==> src/rtl/nsctl_pkg.sv <==
package nsctl_pkg;

    localparam int unsigned NS_W      = 32;
    localparam int unsigned PAGE_LSB  = 1;
    localparam int unsigned PAGE_W    = 4;
    localparam int unsigned FIDX_LSB  = 1;
    localparam int unsigned FIDX_W    = 7;
    localparam int unsigned RSV_LO    = 15;
    localparam int unsigned RSV_HI    = 23;

    typedef enum logic [1:0] {
        ST_IDLE   = 2'd0,
        ST_COMMIT = 2'd1,
        ST_TRAP   = 2'd2
    } acc_state_e;

    typedef enum logic {
        MODE_NATIVE  = 1'b0,
        MODE_FOREIGN = 1'b1
    } ns_mode_e;

    // contiguous bit span [hi:lo] within an NS_W word
    function automatic logic [NS_W-1:0] bit_span(input int unsigned lo, input int unsigned hi);
        logic [NS_W-1:0] m;
        m = '0;
        for (int unsigned i = 0; i < NS_W; i++) begin
            if (i >= lo && i <= hi) m[i] = 1'b1;
        end
        return m;
    endfunction

endpackage

==> src/rtl/nsctl_legal_check.sv <==
module nsctl_legal_check
    import nsctl_pkg::*;
#(
    parameter logic [(1<<PAGE_W)-1:0] PAGE_OK    = 16'h0307,
    parameter logic [NS_W-1:0]        FLAG_OK    = 32'h0F00_0040,
    parameter logic [(1<<FIDX_W)-1:0] FOREIGN_OK = 128'h0000_0000_0000_0001_0000_0000_0003_0000
) (
    input  logic [NS_W-1:0] value_i,
    output logic            legal_o
);

    localparam logic [NS_W-1:0] MODE_MASK = bit_span(0, 0);
    localparam logic [NS_W-1:0] PAGE_MASK = bit_span(PAGE_LSB, PAGE_LSB + PAGE_W - 1);
    localparam logic [NS_W-1:0] RSV_MASK  = bit_span(RSV_LO, RSV_HI);
    localparam logic [NS_W-1:0] FLAG_MASK = ~(MODE_MASK | PAGE_MASK | RSV_MASK);
    localparam logic [NS_W-1:0] FIDX_MASK = bit_span(FIDX_LSB, FIDX_LSB + FIDX_W - 1);
    localparam logic [NS_W-1:0] FHI_MASK  = ~(MODE_MASK | FIDX_MASK);

    ns_mode_e              mode;
    logic [PAGE_W-1:0]     page;
    logic [FIDX_W-1:0]     fidx;
    logic                  native_ok;
    logic                  foreign_ok;

    always_comb begin
        mode = ns_mode_e'(value_i[0]);
        page = value_i[PAGE_LSB +: PAGE_W];
        fidx = value_i[FIDX_LSB +: FIDX_W];

        native_ok  = ~|(value_i & RSV_MASK)
                   & PAGE_OK[page]
                   & ~|(value_i & FLAG_MASK & ~FLAG_OK);

        foreign_ok = ~|(value_i & FHI_MASK)
                   & FOREIGN_OK[fidx];

        unique case (mode)
            MODE_NATIVE:  legal_o = native_ok;
            MODE_FOREIGN: legal_o = foreign_ok;
            default:      legal_o = 1'b0;
        endcase
    end

    // reset value (all zero) must itself be a supported encoding
    initial begin
        assert_reset_legal_R1: assert (PAGE_OK[0]);
    end

endmodule

==> src/rtl/nsctl_access_fsm.sv <==
module nsctl_access_fsm
    import nsctl_pkg::*;
(
    input  logic clk,
    input  logic rst_n,
    input  logic wr_hit_i,
    input  logic wr_legal_i,
    output logic commit_o,
    output logic trap_o
);

    acc_state_e state_q;
    acc_state_e state_d;

    always_comb begin
        unique case ({wr_hit_i, wr_legal_i})
            2'b11:   state_d = ST_COMMIT;
            2'b10:   state_d = ST_TRAP;
            default: state_d = ST_IDLE;
        endcase
    end

    always_ff @(posedge clk or negedge rst_n) begin
        if (!rst_n) state_q <= ST_IDLE;
        else        state_q <= state_d;
    end

    always_comb begin
        commit_o = wr_hit_i & wr_legal_i;
        unique case (state_q)
            ST_IDLE:   trap_o = 1'b0;
            ST_COMMIT: trap_o = 1'b0;
            ST_TRAP:   trap_o = 1'b1;
            default:   trap_o = 1'b0;
        endcase
    end

    assert_trap_after_refusal_R9: assert property (@(posedge clk) disable iff (!rst_n)
        (wr_hit_i && !wr_legal_i) |=> trap_o);

    assert_no_trap_after_accept_R9: assert property (@(posedge clk) disable iff (!rst_n)
        (wr_hit_i && wr_legal_i) |=> !trap_o);

    assert_no_trap_without_write_R10: assert property (@(posedge clk) disable iff (!rst_n)
        !wr_hit_i |=> !trap_o);

endmodule

==> src/rtl/nsctl_read_port.sv <==
module nsctl_read_port
    import nsctl_pkg::*;
(
    input  logic            clk,
    input  logic            rst_n,
    input  logic            rd_hit_i,
    input  logic [NS_W-1:0] value_i,
    output logic [NS_W-1:0] rdata_o
);

    always_ff @(posedge clk or negedge rst_n) begin
        if (!rst_n)        rdata_o <= '0;
        else if (rd_hit_i) rdata_o <= value_i;
        else               rdata_o <= '0;
    end

    assert_read_latency_R3: assert property (@(posedge clk) disable iff (!rst_n)
        $past(rd_hit_i) |-> (rdata_o == $past(value_i)));

    assert_read_miss_zero_R3: assert property (@(posedge clk) disable iff (!rst_n)
        !$past(rd_hit_i) |-> (rdata_o == '0));

endmodule

==> src/rtl/nsctl_reg.sv <==
module nsctl_reg
    import nsctl_pkg::*;
#(
    parameter logic [11:0]            ADDR       = 12'h5C0,
    parameter logic [(1<<PAGE_W)-1:0] PAGE_OK    = 16'h0307,
    parameter logic [NS_W-1:0]        FLAG_OK    = 32'h0F00_0040,
    parameter logic [(1<<FIDX_W)-1:0] FOREIGN_OK = 128'h0000_0000_0000_0001_0000_0000_0003_0000
) (
    input  logic             clk,
    input  logic             rst_n,
    input  logic [11:0]      csr_addr,
    input  logic             csr_rd,
    input  logic             csr_we,
    input  logic [NS_W-1:0]  csr_wdata,
    output logic [NS_W-1:0]  csr_rdata,
    output logic             trap_o,
    output logic [NS_W-1:0]  ns_bits_o,
    output logic             ns_foreign_o
);

    logic            addr_hit;
    logic            wr_hit;
    logic            rd_hit;
    logic            wr_legal;
    logic            commit;
    logic [NS_W-1:0] ns_q;

    assign addr_hit = (csr_addr == ADDR);
    assign wr_hit   = csr_we & addr_hit;
    assign rd_hit   = csr_rd & addr_hit;

    nsctl_legal_check #(
        .PAGE_OK    (PAGE_OK),
        .FLAG_OK    (FLAG_OK),
        .FOREIGN_OK (FOREIGN_OK)
    ) u_check (
        .value_i (csr_wdata),
        .legal_o (wr_legal)
    );

    nsctl_access_fsm u_fsm (
        .clk        (clk),
        .rst_n      (rst_n),
        .wr_hit_i   (wr_hit),
        .wr_legal_i (wr_legal),
        .commit_o   (commit),
        .trap_o     (trap_o)
    );

    always_ff @(posedge clk or negedge rst_n) begin
        if (!rst_n)      ns_q <= '0;
        else if (commit) ns_q <= csr_wdata;
    end

    nsctl_read_port u_rd (
        .clk     (clk),
        .rst_n   (rst_n),
        .rd_hit_i(rd_hit),
        .value_i (ns_q),
        .rdata_o (csr_rdata)
    );

    assign ns_bits_o    = ns_q;
    assign ns_foreign_o = ns_q[0];

    assert_native_reserved_clear_R4: assert property (@(posedge clk) disable iff (!rst_n)
        !ns_q[0] |-> (ns_q[RSV_HI:RSV_LO] == '0));

    assert_foreign_upper_clear_R7: assert property (@(posedge clk) disable iff (!rst_n)
        ns_q[0] |-> (ns_q[NS_W-1:8] == '0));

    assert_refused_keeps_value_R4: assert property (@(posedge clk) disable iff (!rst_n)
        (wr_hit && !wr_legal) |=> $stable(ns_q));

    assert_accepted_stored_R2: assert property (@(posedge clk) disable iff (!rst_n)
        (wr_hit && wr_legal) |=> (ns_bits_o == $past(csr_wdata)));

    assert_miss_keeps_value_R10: assert property (@(posedge clk) disable iff (!rst_n)
        !wr_hit |=> $stable(ns_q));

endmodule

==> config.mk <==
export PLATFORM = sky130hd
export DESIGN_NAME = nsctl_reg
export DESIGN_NICKNAME = d
export VERILOG_FILES = /design/src/rtl/nsctl_pkg.sv /design/src/rtl/nsctl_legal_check.sv /design/src/rtl/nsctl_access_fsm.sv /design/src/rtl/nsctl_read_port.sv /design/src/rtl/nsctl_reg.sv
export SDC_FILE = /design/constraint.sdc
export NUM_CORES = 1
export LEC_CHECK = 0
export BUFFER_PORTS_ARGS = -buffer_cell sky130_fd_sc_hd__buf_2
export CAP_MARGIN = 0
export CORE_UTILIZATION = 49
export CTS_CLUSTER_SIZE = 14
export DETAILED_ROUTE_END_ITERATION = 12
export HOLD_SLACK_MARGIN = 0.06
export PLACE_DENSITY_LB_ADDON = 0.05
export SETUP_SLACK_MARGIN = 0.02
export SYNTH_ARGS = -nofsm -noshare
export SYNTH_HDL_FRONTEND = slang
export SYNTH_SLANG_ARGS = --single-unit
==> constraint.sdc <==
create_clock -name clk -period 2.3 [get_ports clk]
set_clock_uncertainty 0.2 [all_clocks]
set_input_delay 0.69 -clock clk [delete_from_list [all_inputs] [get_ports clk]]
set_output_delay 0.69 -clock clk [all_outputs]
set_load 0.01 [all_outputs]
==> results of run 1 <==
==> flip-flops by register name (all words and copies together), names as in the netlist <==
| name | count |
|---|---|
| ns_bits_o | 32 |
| u_fsm.state_q | 2 |
| u_rd.rdata_o | 32 |
==> final cells by class <==
type / count / area share
Sequential cell: 66 / 0.497
Timing Repair Buffer: 126 / 0.211
Multi-Input combinational cell: 87 / 0.209
Clock buffer: 13 / 0.0508
Tap cell: 52 / 0.0196
Clock inverter: 2 / 0.0105
Inverter: 2 / 0.00226
==> routing by layer <==
layer	GRT usage	vias up	part of all wire
met2	0.328	88	0.52
met4	0.0933	0	0.014
li1	-	823	-
met5	0	-	0
met3	0.0436	8	0.063
met1	0.241	815	0.41
==> cell usage after synthesis <==
cell / n / area share
sky130_fd_sc_hd__nand2_1: 2 / 0.0032
sky130_fd_sc_hd__nor4bb_1: 1 / 0.0042
sky130_fd_sc_hd__mux2_4: 8 / 0.051
sky130_fd_sc_hd__nor2_1: 2 / 0.0032
sky130_fd_sc_hd__nor2b_1: 1 / 0.0027
sky130_fd_sc_hd__clkbuf_1: 9 / 0.014
sky130_fd_sc_hd__nor3_1: 1 / 0.0021
sky130_fd_sc_hd__a31oi_1: 1 / 0.0027
sky130_fd_sc_hd__nor4_1: 5 / 0.013
sky130_fd_sc_hd__and2_1: 19 / 0.050
sky130_fd_sc_hd__o32a_2: 1 / 0.0048
sky130_fd_sc_hd__inv_1: 2 / 0.0032
sky130_fd_sc_hd__buf_6: 1 / 0.0048
sky130_fd_sc_hd__and3_1: 33 / 0.087
sky130_fd_sc_hd__mux2_2: 3 / 0.014
sky130_fd_sc_hd__and2_2: 2 / 0.0064
sky130_fd_sc_hd__nand3_2: 1 / 0.0042
sky130_fd_sc_hd__buf_4: 1 / 0.0032
sky130_fd_sc_hd__nand4_1: 2 / 0.0053
sky130_fd_sc_hd__a211oi_1: 1 / 0.0032
sky130_fd_sc_hd__nor4b_1: 2 / 0.0074
sky130_fd_sc_hd__dfrtp_1: 66 / 0.70
sky130_fd_sc_hd__or3b_2: 1 / 0.0037
sky130_fd_sc_hd__nor4_2: 1 / 0.0053
==> worst max-delay path, delay by kind of cell <==
kind | cells | cell delay, ns
muxes | 1 | 0.30
buffers and inverters | 2 | 0.32
AOI/OAI and AO/OA | 1 | 0.17
and+or+nand+nor | 3 | 0.73
==> where the power goes <==
| part | internal (mW) | switching [mW] |
|---|---|---|
| registers | 1.16 | 0.000000455 |
| logic | 0.0484 | 0.0552 |
| clock network | 0.582 | 0.382 |
==> worst max path at each step <==
| stage | start | endpoint | slack, ns | cells past startpoint |
|---|---|---|---|---|
| 6_report | csr_wdata[25] | ns_bits_o[24] | 0.09 | 7 |
| 5_1_grt | csr_wdata[22] | ns_bits_o[24] | 0.05 | 7 |
| 3_5_place_dp | csr_wdata[25] | ns_bits_o[24] | -0.36 | 7 |
| 3_3_place_gp | csr_wdata[25] | ns_bits_o[27] | -0.23 | 7 |
| 2_1_floorplan | csr_wdata[22] | ns_bits_o[24] | -0.04 | 6 |
| 4_1_cts | csr_wdata[25] | ns_bits_o[24] | 0.08 | 7 |
==> kinds of logic after synthesis <==
kind of cell	count (synthesis)
compound gates	3
buf+inv	13
flops	66
mux	11
simple gates	73
==> stage by stage <==
| stage | hold WS, ns | cells | cell area [um2] | TNS, ns | util |
|---|---|---|---|---|---|
| finish | 0.170 | 348 | 3320 | 0 | 0.738 |
| CTS | 0.182 | 348 | 3320 | 0 | 0.738 |
| floorplan | 0.194 | 166 | 2400 | -0.286 | - |
| detailed placement | 0.283 | 333 | 3110 | -8.82 | 0.691 |
| global route | 0.198 | 348 | 3320 | 0 | 0.738 |
| global placement | 0.282 | 333 | 3110 | -5.23 | 0.691 |
==> results_dict.tcl, run 1 <==
set metrics [dict create \
    synth_area_um2 2360 \
    syn_nets 214 \
    detailedRoute.firstIterationViolations 72 \
    first_global_vias 1604 \
    drcViolationCount 5 \
    timing.rr.end "ns_bits_o[25]" \
    final_report_hold_violation_count 0 \
    synth_sequential_area_ratio 0.700 \
    layout_setup_ws_ns 0.0933 \
    dp_hpwl_um 3400 \
    post_synth_and_or_nand_nor_area_fraction 0.199 \
    ys_seq_elements 66 \
    setup_repair_after_global_routing_missed_its_margin "no" \
    ant_nets 0 \
    post-place-ws_ns -0.355 \
    die_height_um 71.4 \
    rr_worst_depth 1 \
    cts_tree "built" \
    vias_per_cell 4.98 \
    grt_start_max_net_pins 67 \
    die_w_um 71.4 \
    top_library_cells_by_usage_in_the_layout_fill_and_taps_aside "sky130_fd_sc_hd__buf_2, sky130_fd_sc_hd__dfrtp_1, sky130_fd_sc_hd__and3_1" \
    start_util 0.524 \
    drt_pre_antenna_iters 8 \
    critical_path.slowest_cell "sky130_fd_sc_hd__nor4_2" \
    max_cap_viol_count 0 \
    worstSetupStartpointType "input port" \
    vdd.ir_drop.worst_mv 0.330 \
    powerDensity_nw_per_um2 671 \
    n_fill_cell 302 \
    core_area_um2 4500 \
    place_congestion 0.805 \
    seqCellArea_um2 1650 \
    synthesis.instances 166 \
    final_common_cell "sky130_fd_sc_hd__buf_2" \
    fin_crit_sh 0.959 \
    setup.worst_path.end_class "flop" \
    yosys_warnings 0 \
    insertion_delay_ns 0.32 \
    antenna_found_initial 0 \
    holdBufCountCts 0 \
    setup_cp_type "in2reg" \
    timing.rr.start "ns_bits_o[25]" \
    final_layout_size_suffix_gt1_frac 0.541 \
    ff2ff_setup_slack_ns 1.32 \
    synth.mux.area_fraction 0.0652 \
    multi_input_combinational_cell_area_um2 693 \
    cp_data_arrival_time_ns 2.21 \
    area.growth.synth_to_final_pct 40.8 \
    routed_wire_length_per_instance_um 13.5 \
    cts_num_sinks 66 \
    grt_first_pass_wirelength_um 7400 \
    place.port_buffers 113 \
    synth_top_family_by_area "simple AND/OR/NAND/NOR gates" \
    final_max_slew_viol_count 0 \
    synth_fa_ha_area_frac 0 \
    netlist-cell-type-count 24 \
    run_status "complete, but fails checks" \
    fp.dieArea_um2 5100 \
    worst_hold_path_type "in2async" \
    htree_levels 3 \
    cts.repair.resized 1 \
    maxClockFrequency_ghz 0.453 \
    critPathMaxStageDelay_ns 0.31 \
    vias 1734 \
    post-cts-setup-buffers 0 \
    synth_xor_xnor_area_share 0 \
    critical_path.cell_chain "buf_2 > nor4_2 > a31oi_1 > nor4_4 > nand3_2 > buf_4 > mux2_4" \
    violations "design-rule violations" \
    worst_pin_slew_ns 0.436 \
    grt_usage 0.195 \
    path_max_fanout 9 \
    rows 24 \
    antenna_cells_inserted 0 \
    leakage_nw 2.08 \
    routed_wirelength_um 4710 \
    cts.path.max_buffers 2 \
    boundaryPins 114 \
    setup_violating_endpoint_count_in_the_final_report 0 \
    grt-ovfl-total 0 \
    root_buffer "sky130_fd_sc_hd__clkbuf_8" \
    cp.required_ns 2.31 \
    cts.clk_slew.worst_paths_ns 0.06 \
    report.power.total_mw 2.23 \
    finish.net_count 340 \
    cts-buffers-inserted 9 \
    synth_area_per_cell_um2 14.2 \
    final_period_minus_worst_setup_slack_ns 2.21 \
    maxSlewHeadroom 0.709 \
    synth_compound_area_frac 0.0106 \
]
(Power assumes the default switching activity.)
==> run 2: changes to the inputs <==
--- a/config.mk
+++ b/config.mk
@@ -11,7 +11,7 @@
 export CTS_CLUSTER_SIZE = 14
 export DETAILED_ROUTE_END_ITERATION = 12
 export HOLD_SLACK_MARGIN = 0.06
-export PLACE_DENSITY_LB_ADDON = 0.05
+export PLACE_DENSITY = 0.84
 export SETUP_SLACK_MARGIN = 0.02
 export SYNTH_ARGS = -nofsm -noshare
 export SYNTH_HDL_FRONTEND = slang
==> results_dict.tcl, run 2 (synthesized netlist as in run 1, its figures left out) <==
set metrics [dict create \
    run_status "complete, but fails checks" \
    core_area_um2 4500 \
    final_common_cell "sky130_fd_sc_hd__buf_2" \
    dp_hpwl_um 3350 \
    htree_levels 3 \
    grt_first_pass_wirelength_um 7420 \
    final_max_slew_viol_count 0 \
    fin_crit_sh 0.948 \
    first_global_vias 1647 \
    setup.worst_path.end_class "flop" \
    worstSetupStartpointType "input port" \
    critical_path.cell_chain "buf_2 > nor4_4 > nand4_1 > nor4_4 > nand3_2 > buf_4 > mux2_4" \
    worst_hold_path_type "in2async" \
    rows 24 \
    ff2ff_setup_slack_ns 1.30 \
    path_max_fanout 5 \
    die_w_um 71.4 \
    cts_tree "built" \
    worst_pin_slew_ns 0.418 \
    vdd.ir_drop.worst_mv 0.388 \
    root_buffer "sky130_fd_sc_hd__clkbuf_8" \
    setup_repair_after_global_routing_missed_its_margin "no" \
    maxClockFrequency_ghz 0.458 \
    place_congestion 0.714 \
    grt_start_max_net_pins 67 \
    powerDensity_nw_per_um2 668 \
    fp.dieArea_um2 5100 \
    finish.net_count 341 \
    cp_data_arrival_time_ns 2.18 \
    place_inst 334 \
    cts.repair.resized 0 \
    top_library_cells_by_usage_in_the_layout_fill_and_taps_aside "sky130_fd_sc_hd__buf_2, sky130_fd_sc_hd__dfrtp_1, sky130_fd_sc_hd__and3_1" \
    routed_wirelength_um 4610 \
    rr_worst_depth 1 \
    final_layout_size_suffix_gt1_frac 0.539 \
    vias_per_cell 4.98 \
    critPathMaxStageDelay_ns 0.33 \
    cp.required_ns 2.30 \
    antenna_found_initial 0 \
    maxSlewHeadroom 0.721 \
    setup_cp_type "in2reg" \
    cts_num_sinks 66 \
    setup_violating_endpoint_count_in_the_final_report 0 \
    insertion_delay_ns 0.32 \
    area.growth.synth_to_final_pct 40.8 \
    max_cap_viol_count 0 \
    final_period_minus_worst_setup_slack_ns 2.18 \
    fin_cells 349 \
    cts.clk_slew.worst_paths_ns 0.06 \
    ant_nets 0 \
    die_height_um 71.4 \
    boundaryPins 114 \
    cpMostUsedCell "sky130_fd_sc_hd__nor4_4" \
    critical_path.slowest_cell "sky130_fd_sc_hd__nor4_4" \
    timing.rr.start "ns_bits_o[0]" \
    leakage_nw 2.08 \
    grt_usage 0.196 \
    antenna_cells_inserted 0 \
    detailedRoute.firstIterationViolations 85 \
    report.power.total_mw 2.22 \
    start_util 0.524 \
    vias 1738 \
    grt-ovfl-total 0 \
    drt_pre_antenna_iters 8 \
    timing.rr.end "ns_bits_o[0]" \
    routed_wire_length_per_instance_um 13.2 \
    drcViolationCount 9 \
    post-cts-setup-buffers 0 \
    cts-buffers-inserted 9 \
    place.port_buffers 113 \
    cts.path.max_buffers 2 \
    final_report_hold_violation_count 0 \
    holdBufCountCts 0 \
    violations "design-rule violations" \
]
run 2: final cells by class:
type	instances	area, um2
clock inverter	2	35.0
multi-input combinational	87	687
timing repair buffer	127	708
fill	309	1180
tap	52	65.1
inverter	2	7.51
sequential	66	1650
clock buffer	13	169
run 2: worst max path at each step:
stage | start | end
final | csr_wdata[22] | ns_bits_o[6]
after global placement | csr_wdata[25] | ns_bits_o[19]
after detailed placement | csr_wdata[22] | ns_bits_o[17]
after floorplan | csr_wdata[22] | ns_bits_o[24]
after global routing | csr_wdata[5] | ns_bits_o[9]
after CTS | csr_wdata[22] | ns_bits_o[9]
run 2: power breakdown:
group	switching [mW]	internal [mW]
sequential	0.000000721	1.16
combinational	0.0528	0.0471
clock	0.376	0.582
total	0.429	1.79
run 2: through the flow:
step                setup TNS (ns)  setup slack [ns]  utilization  hold slack (ns)  area (um2)
floorplan                   -0.286           -0.0358            -            0.194        2400
global placement             -4.85            -0.163        0.693            0.282        3120
detailed placement           -6.54            -0.221        0.693            0.289        3120
CTS                              0             0.124        0.738            0.180        3320
global route                     0            0.0291        0.738            0.197        3320
finish                           0             0.118        0.738            0.175        3320
run 2: per-layer routing:
metal / vias up / routed length, um / share of wire / global-route usage
met5: - / 0 / 0 / 0
met4: 0 / 57 / 0.012 / 0.0867
met3: 6 / 336 / 0.073 / 0.0464
met2: 83 / 2260 / 0.49 / 0.328
met1: 827 / 1960 / 0.42 / 0.244
li1: 822 / - / - / -
run 2: worst max-delay path: cells and delay by family:
| kind | cells | cell delay [ns] |
|---|---|---|
| buffers and inverters | 2 | 0.29 |
| muxes | 1 | 0.29 |
| and+or+nand+nor | 4 | 0.91 |
